[config.mk]
export PLATFORM = sky130hd
export DESIGN_NAME = irq_recognizer
export DESIGN_NICKNAME = d
export VERILOG_FILES = /design/src/rtl/irq_pkg.sv /design/src/rtl/irq_edge_latch.sv /design/src/rtl/irq_prio_pick.sv /design/src/rtl/irq_flag_ctl.sv /design/src/rtl/irq_recognizer.sv
export SDC_FILE = /design/constraint.sdc
export NUM_CORES = 1
export LEC_CHECK = 0
export ABC_AREA = 1
export CORE_ASPECT_RATIO = 0.75
export CORE_MARGIN = 10
export CORE_UTILIZATION = 46
export CTS_CLUSTER_SIZE = 10
export DETAILED_ROUTE_END_ITERATION = 7
export GPL_ROUTABILITY_DRIVEN = 0
export PLACE_DENSITY = 0.89
export SETUP_SLACK_MARGIN = 0.3
export SLEW_MARGIN = 5
export SYNTH_ARGS = -nofsm -noshare
export SYNTH_HDL_FRONTEND = slang
export SYNTH_HIERARCHICAL = 1
export SYNTH_SLANG_ARGS = --single-unit
[constraint.sdc]
create_clock -name clk -period 1.8 [get_ports clk]
set_clock_uncertainty 0.05 [all_clocks]
set_input_delay 0.36 -clock clk [delete_from_list [all_inputs] [get_ports clk]]
set_output_delay 0.36 -clock clk [all_outputs]
set_load 0.01 [all_outputs]
[src/rtl/irq_pkg.sv]
package irq_pkg;
   localparam int N_EDGE = 4;
   localparam int N_LVL  = 4;
   localparam int N_SRC  = 9;

   // edge_req_i bit positions
   localparam int E_PURGE   = 0;
   localparam int E_SYSMGMT = 1;
   localparam int E_SRESET  = 2;
   localparam int E_NONMASK = 3;

   // level_req_i bit positions
   localparam int L_BUSERR   = 0;
   localparam int L_RUNSTOP  = 1;
   localparam int L_MASKABLE = 2;
   localparam int L_CLKSTOP  = 3;

   // grant bit positions, lowest index wins
   localparam int G_BUSERR   = 0;
   localparam int G_RUNSTOP  = 1;
   localparam int G_PURGE    = 2;
   localparam int G_SYSMGMT  = 3;
   localparam int G_SRESET   = 4;
   localparam int G_NONMASK  = 5;
   localparam int G_DEBUG    = 6;
   localparam int G_MASKABLE = 7;
   localparam int G_CLKSTOP  = 8;

   typedef logic [N_SRC-1:0]  src_vec_t;
   typedef logic [N_EDGE-1:0] edge_vec_t;
   typedef logic [N_LVL-1:0]  lvl_vec_t;
endpackage

[src/rtl/irq_edge_latch.sv]
module irq_edge_latch #(
   parameter int N = 4
) (
   input  logic         clk,
   input  logic         rst,
   input  logic [N-1:0] sig_i,
   input  logic [N-1:0] clr_i,
   output logic [N-1:0] pend_o
);
   initial begin : p_param_chk
      assert (N >= 1) else $error("irq_edge_latch: N must be at least 1");
   end

   for (genvar i = 0; i < N; i++) begin : g_src
      logic prev_q;
      logic pend_q;
      logic rise;

      assign rise = sig_i[i] & ~prev_q;

      always_ff @(posedge clk) begin
         if (rst) begin
            prev_q <= 1'b0;
            pend_q <= 1'b0;
         end else begin
            prev_q <= sig_i[i];
            // a fresh edge outranks the clear from a grant
            pend_q <= (pend_q & ~clr_i[i]) | rise;
         end
      end

      assign pend_o[i] = pend_q;
   end
endmodule

[src/rtl/irq_prio_pick.sv]
module irq_prio_pick #(
   parameter int N     = 9,
   parameter int STYLE = 0,
   localparam int IW   = (N > 1) ? $clog2(N) : 1
) (
   input  logic [N-1:0]  req_i,
   output logic [N-1:0]  gnt_o,
   output logic [IW-1:0] idx_o,
   output logic          any_o
);
   initial begin : p_param_chk
      assert (N >= 2) else $error("irq_prio_pick: N must be at least 2");
      assert (STYLE == 0 || STYLE == 1) else $error("irq_prio_pick: STYLE must be 0 or 1");
   end

   if (STYLE == 0) begin : g_scan
      always_comb begin
         gnt_o = '0;
         for (int i = N - 1; i >= 0; i--) begin
            if (req_i[i]) gnt_o = N'(1) << i;
         end
      end
   end else begin : g_isolate
      // lowest set bit by two's complement
      assign gnt_o = req_i & (~req_i + N'(1));
   end

   always_comb begin
      idx_o = '0;
      for (int i = 0; i < N; i++) begin
         if (gnt_o[i]) idx_o = idx_o | IW'(i);
      end
   end

   assign any_o = |req_i;
endmodule

[src/rtl/irq_flag_ctl.sv]
module irq_flag_ctl (
   input  logic clk,
   input  logic rst,
   input  logic nmi_take_i,
   input  logic iret_i,
   input  logic rf_set_i,
   input  logic boundary_i,
   input  logic swint_gate_i,
   output logic nmi_blocked_o,
   output logic rf_o,
   output logic clr_if_o
);
   logic blk_q;
   logic rf_q;
   logic clr_q;

   always_ff @(posedge clk) begin
      if (rst) begin
         blk_q <= 1'b0;
         rf_q  <= 1'b0;
         clr_q <= 1'b0;
      end else begin
         if (nmi_take_i)  blk_q <= 1'b1;
         else if (iret_i) blk_q <= 1'b0;

         if (rf_set_i)        rf_q <= 1'b1;
         else if (boundary_i) rf_q <= 1'b0;

         clr_q <= swint_gate_i;
      end
   end

   assign nmi_blocked_o = blk_q;
   assign rf_o          = rf_q;
   assign clr_if_o      = clr_q;
endmodule

[src/rtl/irq_recognizer.sv]
module irq_recognizer
   import irq_pkg::*;
#(
   parameter int VEC_W      = 4,
   parameter int VEC_BASE   = 0,
   parameter int PICK_STYLE = 0
) (
   input  logic                clk,
   input  logic                rst,
   input  logic [N_EDGE-1:0]   edge_req_i,
   input  logic [N_LVL-1:0]    level_req_i,
   input  logic                boundary_i,
   input  logic                if_flag_i,
   input  logic                rf_set_i,
   input  logic                iret_i,
   input  logic                swint_gate_i,
   input  logic                dbg_fault_i,
   output logic [N_SRC-1:0]    grant_o,
   output logic [VEC_W-1:0]    vec_o,
   output logic                clr_if_o,
   output logic                nmi_blocked_o
);
   localparam int IW      = $clog2(N_SRC);
   localparam int VEC_TOP = VEC_BASE + N_SRC - 1;

   initial begin : p_param_chk
      assert (VEC_BASE >= 0) else $error("irq_recognizer: VEC_BASE must not be negative");
      assert (VEC_TOP < (1 << VEC_W)) else $error("irq_recognizer: VEC_W too narrow for vector codes");
      assert (PICK_STYLE == 0 || PICK_STYLE == 1) else $error("irq_recognizer: bad PICK_STYLE");
   end

   edge_vec_t pend;
   edge_vec_t pend_clr;
   src_vec_t  cand;
   src_vec_t  pick;
   logic [IW-1:0] pick_idx;
   logic      pick_any;
   logic      rf_now;
   logic      take;
   src_vec_t  grant_q;
   logic [VEC_W-1:0] vec_q;

   irq_edge_latch #(.N(N_EDGE)) u_latch (
      .clk    (clk),
      .rst    (rst),
      .sig_i  (edge_req_i),
      .clr_i  (pend_clr),
      .pend_o (pend)
   );

   // eligible requests, in priority order
   always_comb begin
      cand             = '0;
      cand[G_BUSERR]   = level_req_i[L_BUSERR];
      cand[G_RUNSTOP]  = level_req_i[L_RUNSTOP];
      cand[G_PURGE]    = pend[E_PURGE];
      cand[G_SYSMGMT]  = pend[E_SYSMGMT];
      cand[G_SRESET]   = pend[E_SRESET];
      cand[G_NONMASK]  = pend[E_NONMASK] & ~nmi_blocked_o;
      cand[G_DEBUG]    = dbg_fault_i & ~rf_now;
      cand[G_MASKABLE] = level_req_i[L_MASKABLE] & if_flag_i;
      cand[G_CLKSTOP]  = level_req_i[L_CLKSTOP];
   end

   irq_prio_pick #(.N(N_SRC), .STYLE(PICK_STYLE)) u_pick (
      .req_i (cand),
      .gnt_o (pick),
      .idx_o (pick_idx),
      .any_o (pick_any)
   );

   assign take = boundary_i & pick_any;

   always_comb begin
      pend_clr            = '0;
      pend_clr[E_PURGE]   = take & pick[G_PURGE];
      pend_clr[E_SYSMGMT] = take & pick[G_SYSMGMT];
      pend_clr[E_SRESET]  = take & pick[G_SRESET];
      pend_clr[E_NONMASK] = take & pick[G_NONMASK];
   end

   irq_flag_ctl u_flags (
      .clk           (clk),
      .rst           (rst),
      .nmi_take_i    (take & pick[G_NONMASK]),
      .iret_i        (iret_i),
      .rf_set_i      (rf_set_i),
      .boundary_i    (boundary_i),
      .swint_gate_i  (swint_gate_i),
      .nmi_blocked_o (nmi_blocked_o),
      .rf_o          (rf_now),
      .clr_if_o      (clr_if_o)
   );

   always_ff @(posedge clk) begin
      if (rst) begin
         grant_q <= '0;
         vec_q   <= '0;
      end else if (take) begin
         grant_q <= pick;
         vec_q   <= VEC_W'(VEC_BASE) + VEC_W'(pick_idx);
      end else begin
         grant_q <= '0;
         vec_q   <= '0;
      end
   end

   assign grant_o = grant_q;
   assign vec_o   = vec_q;
endmodule


==> out/results.txt, run 1 <==
Fillers: 213
crit-path max FO: 4
worst-margin pin slew: 0.173 ns
multi-input logic area: 379 um2
DRC: 0
Core Box Area: 2270 um2
Peak VDD IR: 0.450 mV
Reg area: 480 um2
startpoint type of the worst setup path: input port
area grow syn2layout: 32.4%
mapped cell area: 1080 um2
Die X: 75.9 um
starting DRC count in detailed routing: 29
worst path bufs/invs: 3
crit path kind: input port to register
post-DP HPWL: 1770 um
top cells by area, synth: dfxtp_1 45%, inv_1 15%, nor2_1 7.7%
Clock Sinks: 24
register area share after synthesis: 0.446
Routed Antenna Nets: 0
cell count after placement: 213
crit path cell chain: clkdlybuf4s50_1, inv_1, nor2_2, nor2_1, nand4_1, nand2_2, nor2_4, inv_1, nand3_1, nand2_1
P_leak: 0.745 nW
Worst EP required: 1.96 ns
CTS HTree Levels: 1
port bufs: 30
wire per inst: 9.75 um
layout cell share with drive strength beyond 1: 0.176
Via density: 4.06
Min Hold Slack: 0.387 ns
largest net degree at the start of global routing: 14
Slew HR: 0.885
nets: 200
Crit path max-delay family: simple AND/OR/NAND/NOR gates
initial antenna violation count: 0
Worst EP arrival: 1.56 ns
Setup violations, final: 0
Fmax: 713 MHz
n_diodes: 0
Total GRT Usage: 0.0964
run status: finished clean
syn avg cell area: 7.09 um2
first-pass iteration count of the detailed router: 3
first-pass GRT wire length: 3480 um
vias in the first global route: 867
Netlist cell types: 18
CTS root buf: clkbuf_4
Post-DP Area: 1410 um2
minimum clock period: 1.40 ns
Design Area, Final: 1430 um2
max-cap violations: 0
fin crit share: 0.779
die span in y: 61.9 um
RSZ-0062 raised after global routing: false
syn nets: 168
Synth area leader: dfxtp_1
num rows: 15
Post-CTS Setup Bufs: 0
Finished Layout Cells: 216
clock-pin slew on the worst setup and hold paths: 0.12 ns
CP dominant cell by count: inv_1
Worst Setup End Kind: register
num ports: 31
Fin Setup TNS: 0 ns
total grt overflow: 0
Final Hold Viols: 0
clk buf depth: 2
TritonCTS buffer count: 3
cell area power density: 666 nW/um2
Initial Util: 0.474
area share of the leading cell type in the synthesized netlist: 0.446
CTS hold repair buffers: 0
WL final: 2110 um
yosys warns: 6
worst stage delay on the critical path: 0.46 ns
hold crit path type: input port to register
Die ar.: 4700 um2
via count: 878
Synth Register Bits: 24
Syn Inst Count: 152
Max Slew Vio Count: 0
clock tree from TritonCTS: done
worst skew pair latency: 0.31 ns
slowest CP cell: clkdlybuf4s50_1
[cell families (layout without fill, tap and decap cells)]
family	Yosys count	count (layout)	share of synthesized area
DFF	24	24	0.446
buffers and inverters	54	84	0.216
and+or+nand+nor	70	70	0.317
AOI/OAI and AO/OA	4	4	0.0209
[worst reg2reg max path, cell delays in order (launching register included)]
cell and delay, ns:
dfxtp_1 0.36, inv_1 0.06, nor2_2 0.14, inv_1 0.09, nor2_1 0.10, nand2_1 0.08, inv_1 0.06, inv_1 0.08
nor2_4 0.10, inv_1 0.04, nand3_1 0.06, nand2_1 0.06
[flip-flops by register name, indices dropped and copies added (netlist names)]
signal and count:
u_latch/g_src.pend_q 4, u_flags/rf_o 1, vec_o 4, u_flags/clr_if_o 1, u_latch/g_src.prev_q 4, grant_o 9
u_flags/nmi_blocked_o 1
[area by class of cell]
type	instances	area share
sequential	24	0.337
multi-input combinational	74	0.266
timing repair buffer	34	0.228
inverter	47	0.124
tap	34	0.0298
clock buffer	3	0.0158
[metrics by stage]
stage / util / total power [mW] / setup slack, ns
after floorplan: - / 0.678 / 0.487
after CTS: 0.621 / 0.959 / 0.312
after global placement: 0.619 / 0.735 / 0.0542
final: 0.628 / 0.950 / 0.398
after global routing: 0.628 / 1.01 / 0.308
after detailed placement: 0.619 / 0.743 / -0.0232
[power breakdown]
group	switching (mW)	internal [mW]	leakage, nW
clock network	0.145	0.0781	0.0138
logic	0.0856	0.0753	0.535
registers	0.0131	0.553	0.197
total	0.243	0.706	0.745
[per-layer routing]
layer | share of wire | GRT usage | wire length (um)
met1 | 0.45 | 0.105 | 944
met4 | 0.012 | 0.0290 | 25
met5 | 0 | 0 | 0
met3 | 0.081 | 0.0444 | 171
met2 | 0.46 | 0.165 | 966
[repair_timing]
item | 4_1_cts | 5_1_grt
pin swaps | 0 | 3
setup endpoints to repair | 17 | 6
resized for setup | 17 | 5
[Yosys cell counts, drive strengths merged]
master  instances
a21oi           2
buf             7
o211ai          1
nand4           1
nor2           35
inv            47
nor3            2
dfxtp          24
o21ai           1
nand2          21
nand3          11
[cell usage in the layout, fill, tap and decap left out, types with 2 or more instances in the layout]
cell	count
a21oi_1	2
buf_4	3
clkbuf_4	3
clkdlybuf4s50_1	13
dfxtp_1	24
dlygate4sd2_1	16
inv_1	44
inv_2	3
nand2_1	17
nand2_2	4
nand3_1	10
nor2_1	19
nor2_2	13
nor2_4	3
[final timing paths]
| kind | endpoint | start | cells after the start | slack [ns] |
|---|---|---|---|---|
| max reg2reg | u_latch/g_src[3].pend_q$_SDFF_PP0_ | u_latch/g_src[3].pend_q$_SDFF_PP0_ | 11 | 0.44 |
| max | u_latch/g_src[3].pend_q$_SDFF_PP0_ | dbg_fault_i | 10 | 0.40 |
| min reg2reg | u_flags/rf_o$_SDFFE_PP0P_ | u_flags/rf_o$_SDFFE_PP0P_ | 2 | 0.43 |
| min | grant_o[1]$_SDFF_PP0_ | level_req_i[1] | 5 | 0.39 |
Power figures use the tool's default switching activity.
==> inputs of run 2 (changes only) <==
CORE_UTILIZATION = 41   (was 46)
PLACE_DENSITY = 0.84   (was 0.89)
clock period = 1.25 ns   (was 1.8 ns; I/O delays follow)
==> out/results.txt, run 2 (synthesis results as in run 1) <==
Via density: 4.30
crit path cell chain: nor2_2, nand2_1, nor2_1, inv_1, nor2_1, inv_1, nand3_1, nand2_1
total power: 1.53 mW
Setup violations, final: 16
largest net degree at the start of global routing: 14
worst reg2reg path endpoint: u_latch/g_src[2].pend_q$_SDFF_PP0_
Core Box Area: 2400 um2
Fillers: 232
Clock Sinks: 24
layout cell share with drive strength beyond 1: 0.429
Slew HR: 0.821
DRC: 0
num rows: 15
clock tree from TritonCTS: done
worst-margin pin slew: 0.268 ns
cell area power density: 962 nW/um2
num ports: 31
Crit path max-delay family: simple AND/OR/NAND/NOR gates
run status: complete, but fails checks
CTS root buf: clkbuf_4
P_leak: 0.797 nW
Max Slew Vio Count: 0
RSZ-0062 raised after global routing: true
crit path kind: register to register
port bufs: 30
commonest non-fill, non-tap cell in the layout: inv_1
die span in y: 64.4 um
Design Area, Final: 1590 um2
total grt overflow: 0
max FFs per register: 9
clk buf depth: 2
Setup WS post-layout: -0.0673 ns
Die X: 79.2 um
post-DP HPWL: 1890 um
WP depth: 8
slowest CP cell: dfxtp_4
CTS hold repair buffers: 0
Total GRT Usage: 0.0951
nets: 215
starting DRC count in detailed routing: 18
met1 Track Usage GR: 0.107
n_diodes: 0
max-cap violations: 0
worst min-delay path startpoint: level_req_i[0]
initial antenna violation count: 0
hold path depth: 3
Reg2Reg Launch Point: u_latch/g_src[0].pend_q$_SDFF_PP0_
Post-DP Area: 1500 um2
Worst EP arrival: 1.50 ns
CTS HTree Levels: 1
worst path bufs/invs: 2
Worst Setup End Kind: register
most frequent cells in the layout: 38 x inv_1, 17 x nand2_1, 16 x nor2_2, 16 x buf_4, 15 x dfxtp_1
area grow syn2layout: 47.9%
Critical Path Source: u_latch/g_src[0].pend_q$_SDFF_PP0_
Initial Util: 0.448
first-pass iteration count of the detailed router: 4
worst stage delay on the critical path: 0.39 ns
cell count after placement: 223
crit-path max FO: 4
met2 usage: 0.153
first-pass GRT wire length: 3970 um
startpoint type of the worst setup path: register
R2R cell count: 8
hold crit path type: input port to register
wire per inst: 11.4 um
Die ar.: 5100 um2
via count: 997
Final Hold Viols: 0
fin crit share: 1.05
grt met3 use: 0.0503
Worst EP required: 1.43 ns
Fmax: 759 MHz
GR peak layer: met2
Min Hold Slack: 0.324 ns
failing checks: setup timing
minimum clock period: 1.32 ns
r2r setup slk: -0.07 ns
Peak VDD IR: 0.668 mV
vias in the first global route: 944
Finished Layout Cells: 232
clock-pin slew on the worst setup and hold paths: 0.12 ns
Routed Antenna Nets: 0
Worst Hold End: grant_o[0]$_SDFF_PP0_
TritonCTS buffer count: 3
WL final: 2640 um
worst skew pair latency: 0.32 ns
run 2: tightest hold or removal path, cell delays in order:
cell           delay [ns]
dlygate4sd2_1        0.29
inv_1                0.08
nor2_2               0.04
run 2: worst max-delay path by stage:
stage,endpoint,slack (ns)
final,u_latch/g_src[2].pend_q$_SDFF_PP0_,-0.07
after global routing,u_flags/nmi_blocked_o$_SDFFE_PP0P_,-0.15
after CTS,grant_o[7]$_SDFF_PP0_,-0.03
after detailed placement,u_latch/g_src[3].pend_q$_SDFF_PP0_,-0.43
after global placement,u_latch/g_src[3].pend_q$_SDFF_PP0_,-0.37
after floorplan,grant_o[0]$_SDFF_PP0_,0.03
run 2: power by group:
part	total [mW]	switching, mW	internal [mW]
sequential	0.822	0.0260	0.796
combinational	0.310	0.155	0.156
clock	0.399	0.221	0.178
total	1.53	0.402	1.13
run 2: through the flow:
stage	TNS, ns	setup slack (ns)	util
2_1_floorplan	0	0.0260	-
3_3_place_gp	-5.99	-0.370	0.622
3_5_place_dp	-6.93	-0.429	0.622
4_1_cts	-0.201	-0.0253	0.621
5_1_grt	-1.05	-0.146	0.663
6_report	-0.406	-0.0673	0.663
run 2: final cells by class:
cell class | instances | area [um2] | area share
clock buffers | 4 | 36.3 | 0.0228
inverters | 47 | 181 | 0.114
multi-input cells | 74 | 417 | 0.262
flip-flops and latches | 24 | 499 | 0.313
well taps | 34 | 42.5 | 0.0267
repair buffers | 49 | 417 | 0.262
run 2: per-layer routing:
layer | wire, um | share of wire | vias to the layer above
li1 | - | - | 517
met2 | 1270 | 0.48 | 32
met3 | 205 | 0.078 | 4
met1 | 1140 | 0.43 | 444
met5 | 0 | 0 | -
met4 | 19 | 0.0072 | 0
run 2: repair_timing:
action / 4_1_cts / 5_1_grt
gates resized for setup: 74 / 21
pin swaps: 6 / 20
setup endpoints to repair: 33 / 33
setup buffers: 1 / 4
gates cloned: 0 / 0
